**src/rtl/uart_lb_pkg.sv**
```systemverilog
package uart_lb_pkg;
  localparam int unsigned DATA_W  = 8;
  localparam int unsigned ENTRY_W = 12;
  localparam int unsigned BRK_BIT = 10;
  localparam int unsigned MS_W    = 4;

  // flag bit positions
  localparam int unsigned MS_CTS = 0;
  localparam int unsigned MS_DSR = 1;
  localparam int unsigned MS_DCD = 2;
  localparam int unsigned MS_RI  = 3;

  typedef enum logic [1:0] {
    SRC_NONE = 2'd0,
    SRC_TX   = 2'd1,
    SRC_BRK  = 2'd2,
    SRC_EXT  = 2'd3
  } push_src_e;
endpackage

```
**src/rtl/uart_lb_modem.sv**
```systemverilog
module uart_lb_modem
  import uart_lb_pkg::*;
#(
  parameter int unsigned W = MS_W
) (
  input  logic         clk_i,
  input  logic         rst_ni,
  input  logic         ctrl_we_i,
  input  logic         lb_en_i,
  input  logic [W-1:0] ctrl_ms_i,
  input  logic         lb_q_i,
  input  logic         ext_ms_we_i,
  input  logic [W-1:0] ext_ms_i,
  output logic [W-1:0] flags_o,
  output logic [W-1:0] ms_set_o,
  output logic [W-1:0] ms_clr_o
);
  logic map_now;
  assign map_now = ctrl_we_i & lb_en_i;

  always_ff @(posedge clk_i or negedge rst_ni) begin
    if (!rst_ni) begin
      flags_o  <= '0;
      ms_set_o <= '0;
      ms_clr_o <= '0;
    end else begin
      ms_set_o <= '0;
      ms_clr_o <= '0;
      if (map_now) begin
        flags_o  <= ctrl_ms_i;
        ms_clr_o <= '1;
        ms_set_o <= ctrl_ms_i;
      end else if (ext_ms_we_i && !lb_q_i) begin
        flags_o <= ext_ms_i;
      end
    end
  end
endmodule

```
**src/rtl/uart_lb_rxmux.sv**
```systemverilog
module uart_lb_rxmux
  import uart_lb_pkg::*;
#(
  parameter int unsigned DW = DATA_W,
  parameter int unsigned EW = ENTRY_W,
  parameter int unsigned BB = BRK_BIT
) (
  input  logic          clk_i,
  input  logic          rst_ni,
  input  logic          lb_q_i,
  input  logic          tx_we_i,
  input  logic [DW-1:0] tx_data_i,
  input  logic          brk_we_i,
  input  logic          brk_i,
  input  logic          rx_valid_i,
  input  logic [DW-1:0] rx_data_i,
  output logic          brk_pend_o,
  output logic          fifo_we_o,
  output logic [EW-1:0] fifo_data_o
);
  localparam logic [EW-1:0] BRK_ENTRY = EW'(1) << BB;

  logic      brk_q, brk_pend_q, brk_edge;
  push_src_e src;

  assign brk_edge   = brk_we_i & brk_i & ~brk_q & lb_q_i;
  assign brk_pend_o = brk_pend_q;

  always_comb begin
    src = SRC_NONE;
    if (tx_we_i && lb_q_i)            src = SRC_TX;
    else if (brk_pend_q || brk_edge)  src = SRC_BRK;
    else if (rx_valid_i && !lb_q_i)   src = SRC_EXT;
  end

  always_ff @(posedge clk_i or negedge rst_ni) begin
    if (!rst_ni) begin
      brk_q       <= 1'b0;
      brk_pend_q  <= 1'b0;
      fifo_we_o   <= 1'b0;
      fifo_data_o <= '0;
    end else begin
      if (brk_we_i) brk_q <= brk_i;
      fifo_we_o <= (src != SRC_NONE);
      unique case (src)
        SRC_TX: begin
          fifo_data_o <= EW'(tx_data_i);
          brk_pend_q  <= brk_pend_q | brk_edge;  // defer break one slot
        end
        SRC_BRK: begin
          fifo_data_o <= BRK_ENTRY;
          brk_pend_q  <= 1'b0;
        end
        SRC_EXT:  fifo_data_o <= EW'(rx_data_i);
        default:  ;
      endcase
    end
  end
endmodule

```
**src/rtl/uart_loopback.sv**
```systemverilog
module uart_loopback
  import uart_lb_pkg::*;
#(
  parameter int unsigned DW = DATA_W,
  parameter int unsigned EW = ENTRY_W,
  parameter int unsigned BB = BRK_BIT
) (
  input  logic          clk_i,
  input  logic          rst_ni,
  input  logic          ctrl_we_i,
  input  logic          lb_en_i,
  input  logic          rts_i,
  input  logic          dtr_i,
  input  logic          out1_i,
  input  logic          out2_i,
  input  logic          ext_ms_we_i,
  input  logic [3:0]    ext_ms_i,
  input  logic          tx_we_i,
  input  logic [DW-1:0] tx_data_i,
  input  logic          brk_we_i,
  input  logic          brk_i,
  input  logic          rx_valid_i,
  input  logic [DW-1:0] rx_data_i,
  output logic [3:0]    flags_o,
  output logic [3:0]    ms_set_o,
  output logic [3:0]    ms_clr_o,
  output logic          fifo_we_o,
  output logic [EW-1:0] fifo_data_o
);
  logic       lb_q;
  logic       brk_pend_q;
  logic [3:0] ctrl_ms;

  always_comb begin
    ctrl_ms         = '0;
    ctrl_ms[MS_RI]  = out2_i;
    ctrl_ms[MS_DCD] = out1_i;
    ctrl_ms[MS_DSR] = dtr_i;
    ctrl_ms[MS_CTS] = rts_i;
  end

  always_ff @(posedge clk_i or negedge rst_ni) begin
    if (!rst_ni)        lb_q <= 1'b0;
    else if (ctrl_we_i) lb_q <= lb_en_i;
  end

  uart_lb_modem #(.W(4)) u_modem (
    .clk_i, .rst_ni, .ctrl_we_i, .lb_en_i,
    .ctrl_ms_i   (ctrl_ms),
    .lb_q_i      (lb_q),
    .ext_ms_we_i, .ext_ms_i,
    .flags_o, .ms_set_o, .ms_clr_o
  );

  uart_lb_rxmux #(.DW(DW), .EW(EW), .BB(BB)) u_rxmux (
    .clk_i, .rst_ni,
    .lb_q_i      (lb_q),
    .tx_we_i, .tx_data_i, .brk_we_i, .brk_i, .rx_valid_i, .rx_data_i,
    .brk_pend_o  (brk_pend_q),
    .fifo_we_o, .fifo_data_o
  );
endmodule

```
**config.mk**
```make
export PLATFORM = sky130hd
export DESIGN_NAME = uart_loopback
export DESIGN_NICKNAME = d
export VERILOG_FILES = /design/src/rtl/uart_lb_pkg.sv /design/src/rtl/uart_lb_modem.sv /design/src/rtl/uart_lb_rxmux.sv /design/src/rtl/uart_loopback.sv
export SDC_FILE = /design/constraint.sdc
export NUM_CORES = 1
export LEC_CHECK = 0
export ABC_AREA = 0
export BUFFER_PORTS_ARGS = -buffer_cell sky130_fd_sc_hd__buf_2
export CORE_AREA = 2 2 57 85
export CTS_BUF_LIST = sky130_fd_sc_hd__clkbuf_16
export DETAILED_ROUTE_END_ITERATION = 12
export DIE_AREA = 0 0 59 87
export GPL_TIMING_DRIVEN = 0
export PLACE_DENSITY = 0.58
export SLEW_MARGIN = 20
export SYNTH_ARGS = -nofsm -noshare
export SYNTH_HDL_FRONTEND = slang
export SYNTH_SLANG_ARGS = --single-unit
```
**constraint.sdc**
```tcl
create_clock -name clk_i -period 2.9 [get_ports clk_i]
set_input_delay 0.58 -clock clk_i [delete_from_list [all_inputs] [get_ports clk_i]]
set_output_delay 0.58 -clock clk_i [all_outputs]
set_load 0.1 [all_outputs]
```
# Word-level counts from Yosys, hierarchy flattened

Index checks and enable logic that the tools add are counted.

Add/subtract/negate cells: 0
Muxes and demuxes: 9
$mul: 0
Reduce and logical (&&, ||, !) cells: 9
Order comparisons: 0
Shift-type cells: 0
Eq/ne operators: 3
Divide/modulo/power cells: 0
Bitwise operators: 6

Operators by type and width:

| kind               | count |
|---|---|
| $pmux 12 s3        | 1 |
| $mux 4             | 4 |
| $mux 2             | 3 |
| $reduce_bool 2->1  | 3 |
| $and 1x1->1        | 4 |
| $eq 2x2->1 const B | 2 |
| $logic_and 1x1->1  | 3 |
| $reduce_bool 3->1  | 1 |
| $eq 2x1->1 const B | 1 |
| $pmux 1 s2         | 1 |
| $logic_not 1->1    | 1 |
| $logic_or 1x1->1   | 1 |
| $not 1->1          | 1 |
| $or 1x1->1         | 1 |

Memories: 0
Bits in writable memories: 0
Latch bits: 0
Input port bits: 33
Bits in read-only memories: 0
Word-level logic and storage cells: 35
Output and inout port bits: 25
Bits in registers: 28

# Logic depth before layout (Yosys ltp)

Depth after elaboration: 8
Gate-level depth with buffers: 9
Gate-level depth less buffers: 7

# Hierarchy

From an unflattened synthesis, not the netlist that was laid out.

Cells, all modules: 91
Area, all modules: 1094.8 um2

By module, submodules not included:

| module        | cells each | times used | area an instance (um2) | seq. area each (um2) |
|---|---|---|---|---|
| uart_lb_rxmux | 61         | 1          | 675.6                  | 300.3 |
| uart_lb_modem | 28         | 1          | 379.1                  | 225.2 |
| uart_loopback | 2          | 1          | 40.0                   | 25.0 |

# Worst setup path before layout

Ideal clock, no wire load.

Path type: reg-to-output
Start: reg u_modem.ms_clr_o[2] (netlist name)
End: out ms_clr_o[1]
Stages on the path, launching flop included: 2
Path buffers: 1
Data required time: 2.320 ns
Slack: 0.963 ns
Arrival time: 1.357 ns
Path through: dfrtp_1 > buf_4

RTL lines:

| element          | RTL line            | source |
|---|---|---|
| end: declaration | uart_loopback.sv:26 | `output logic [3:0] ms_clr_o,` |

# Final worst setup path

Start: in brk_we_i
End: reg u_rxmux.fifo_data_o[4]

Longest elaborated chain between the ends: 8
Elaborated cells between the ends (all ways): 11
Classes of those cells: eq/ne: 3; mux: 3; bitwise: 3; reduce/logical: 2

Ends and longest elaborated chain:

| element                                          | RTL line            | source |
|---|---|---|
| start: declaration                               | uart_loopback.sv:20 | `input logic brk_we_i,` |
| $and 1x1->1 (*) (3 in a row)                     | uart_lb_rxmux.sv:26 | `assign brk_edge = brk_we_i & brk_i & ~brk_q & lb_q_i;` |
| $logic_or 1x1->1 (*)                             | uart_lb_rxmux.sv:32 | `else if (brk_pend_q \|\| brk_edge) src = SRC_BRK;` |
| $mux 2 (*)                                       | uart_lb_rxmux.sv:32 |  |
| $mux 2 (*)                                       | uart_lb_rxmux.sv:31 | `if (tx_we_i && lb_q_i) src = SRC_TX;` |
| $eq 2x2->1 or $eq 2x1->1 (tied branches)         | uart_lb_rxmux.sv:45 | `unique case (src)` |
| $pmux 12 s3 or $reduce_bool 3->1 (tied branches) | --                  |  |
| end signal: assignment                           | uart_lb_rxmux.sv:47 | `fifo_data_o <= EW'(tx_data_i);` |
| end signal: assignment                           | uart_lb_rxmux.sv:54 | `SRC_EXT: fifo_data_o <= EW'(rx_data_i);` |
| end: declaration                                 | uart_lb_rxmux.sv:19 | `output logic [EW-1:0] fifo_data_o` |

Every way passes the cells marked *; elsewhere a longest branch is shown, timed or not. The select of a mux whose other input is x is not followed.
A chain may end at the register's enable or synchronous reset.

==> impl_metrics.json <==
{
  "peakVddDrop_uv": 197,
  "rows": 30,
  "post_drt_wl_per_cell_um": 11.7,
  "yosys_warnings": 0,
  "vias": 883,
  "fin_ws_ns": 1.02,
  "status": "finished, final reports clean",
  "drc": 0,
  "track_usage": 0.0923,
  "nets": 197,
  "synth_common_cells": "dfrtp_1, nand2_1, a21oi_1, nor3b_1, o21ai_0",
  "num_io_pins": 58,
  "arrival_ns": 2.05,
  "yosys.area.top_type": "dfrtp_1",
  "drive_gt1_frac": 0.453,
  "p_switching_mw": 0.609,
  "fillers": 490,
  "holdBufCountCts": 0,
  "synth_edf_count": 0,
  "overflow": 0,
  "core_um2": 4430,
  "start_kind": "input port",
  "grt_pass1_wl_mm": 3.62,
  "crit_required_ns": 3.07,
  "maxSlewViolCount": 0,
  "ant_nets": 0,
  "initial_core_util": 0.240,
  "endpoint_kind": "register",
  "cts_resized": 0,
  "p_clk_frac": 0.223,
  "reg2reg_slack_ns": 1.04,
  "combPwrFrac": 0.473,
  "synth_area_leaders": "dfrtp_1, nor3b_1, buf_4",
  "hold_violations": 0,
  "rr_endpoint": "u_rxmux.fifo_data_o[4]",
  "routed_wl_mm": 2.43,
  "ys_types": 25,
  "post-place-ws_ns": 0.746,
  "gp_congestion": 0.723,
  "seq_area_frac_synth": 0.518,
  "fp.dieW_um": 59,
  "hold_ws_ns": 0.292,
  "hpwl_mm": 1.94,
  "drt_pass1_iterations": 4,
  "die_area_um2": 5130,
  "cap_violations": 0,
  "intPower_mw": 0.651,
  "grt_max_degree": 23,
  "drtIter0Drc": 13,
  "fin_crit_sh": 0.649,
  "clock_latency_ns": 0.25,
  "die_height_um": 87,
  "clkSinkCount": 22,
  "clk_pin_slew_worst_paths_ns": 0.06,
  "placement.io_buffers": 54,
  "path_max_fanout": 10,
  "antennaDiodeCount": 0,
  "fin_worst_skew_ns": 0.00460,
  "post-cts-setup-buffers": 0,
  "area_growth_pct": 38.9,
  "netSwitchingFraction": 0.484,
  "max_clock_freq_ghz": 0.532,
  "vias_per_cell": 4.27,
  "rsz0062_at_grt": "no",
  "slew_headroom": 0.665,
  "tightest_slew_ns": 0.503,
  "reg2reg_from": "lb_q",
  "cts_buffers": 3,
  "tritoncts": "built",
  "netlist_instances": 100,
  "clk_path_buf_depth": 2,
  "fin_crit_ns": 1.88,
  "async_reset_ff_frac": 1.00,
  "ys_ff_latch": 22,
  "r2r_cells": 7,
  "syn_area_um2": 1060,
  "synth_ff_type": "dfrtp_1",
  "root_buffer": "clkbuf_16",
  "final-setup-viol-count": 0,
  "leakagePower_nw": 0.794,
  "power_frac_seq": 0.304,
  "min_path_type": "input port to asynchronous set/reset pin",
  "ctsHtreeMaxLevel": 1,
  "worst-setup-path-type": "input port to register",
  "p_per_area_nw_per_um2": 854,
  "postSynthAreaPerCell_um2": 10.6,
  "synth_top_cell_area_share": 0.518,
  "synth_most_common_cell": "dfrtp_1",
  "tns_ns": 0,
  "antenna_found_initial": 0,
  "grt_pass1_vias": 776,
  "finalInstanceArea_um2": 1480,
  "dpl_cell_area_um2": 1400
}
[cells by family after synthesis]
| kind of cell | after synthesis | share of synthesized area |
|---|---|---|
| AOI/OAI and AO/OA | 26 | 0.148 |
| adders and majority gates | 3 | 0.0353 |
| buffers and inverters | 16 | 0.101 |
| DFF | 22 | 0.518 |
| muxes | 6 | 0.0589 |
| other | 1 | 0.00353 |
| and+or+nand+nor | 26 | 0.134 |
[per-stage QoR]
step            util  instances  power, mW
3_3_place_gp   0.316        204      0.985
4_1_cts        0.333        207       1.28
3_5_place_dp   0.316        204      0.989
6_report       0.333        207       1.26
2_1_floorplan      -        102      0.879
5_1_grt        0.333        207       1.32
[cell usage in the layout (no fill, tap or decap), drive strengths merged]
cell,n
buf,65
dfrtp,22
nand2,9
o21ai,9
nor3b,8
a21oi,8
clkbuf,5
and3,4
mux2i,4
o21bai,4
inv,3
nor2,3
ha,3
conb,3
mux2,2
a22o,1
a41oi,1
o22a,1
o22ai,1
and2,1
a211oi,1
nand2b,1
[area by class of cell]
type / count / area (um^2) / area share
tap: 48 / 60.1 / 0.0407
inverter: 3 / 11.3 / 0.00763
timing repair buffer: 54 / 270 / 0.183
buffer: 13 / 96.3 / 0.0653
clock buffer: 3 / 75.1 / 0.0509
sequential: 22 / 551 / 0.373
multi-input combinational: 64 / 412 / 0.279
[flip-flops by register name, indices dropped and copies added, names as in the netlist]
register and cells:
lb_q 1, u_rxmux.fifo_data_o 9, u_modem.ms_set_o 4, u_modem.flags_o 4
u_rxmux.brk_q 1, u_rxmux.fifo_we_o 1, u_modem.ms_clr_o 1, u_rxmux.brk_pend_o 1
[power by group through the flow]
stage          logic [mW]  clock network (mW)  registers (mW)
2_1_floorplan       0.145                   0           0.734
3_3_place_gp        0.598                   0           0.388
5_1_grt             0.623               0.307           0.388
4_1_cts             0.601               0.295           0.384
3_5_place_dp        0.600                   0           0.389
6_report            0.596               0.281           0.383
[how the worst max path moves through the flow]
| stage | depth (start not counted) | to | from |
|---|---|---|---|
| CTS | 8 | u_rxmux.fifo_data_o[4] | brk_we_i |
| detailed placement | 8 | u_rxmux.fifo_data_o[4] | brk_we_i |
| global placement | 7 | u_rxmux.fifo_data_o[6] | brk_we_i |
| finish | 8 | u_rxmux.fifo_data_o[4] | brk_we_i |
| global route | 7 | u_rxmux.fifo_data_o[5] | lb_q |
| floorplan | 1 | ms_clr_o[1] | u_modem.ms_clr_o[2] |
[critical path, stage by stage]
cell and delay, ns:
buf_2 0.11, a41oi_1 0.32, o22a_2 0.19, ha_1 0.12, buf_2 0.18, clkbuf_1 0.37
nand2_1 0.09, o21ai_0 0.09
[metal layers]
metal	up-vias	global-route usage	share of wire
li1	451	-	-
met1	402	0.121	0.43
met2	28	0.152	0.52
met3	2	0.0119	0.034
met4	0	0.0372	0.017
met5	-	0	0
(Power assumes the default switching activity.)
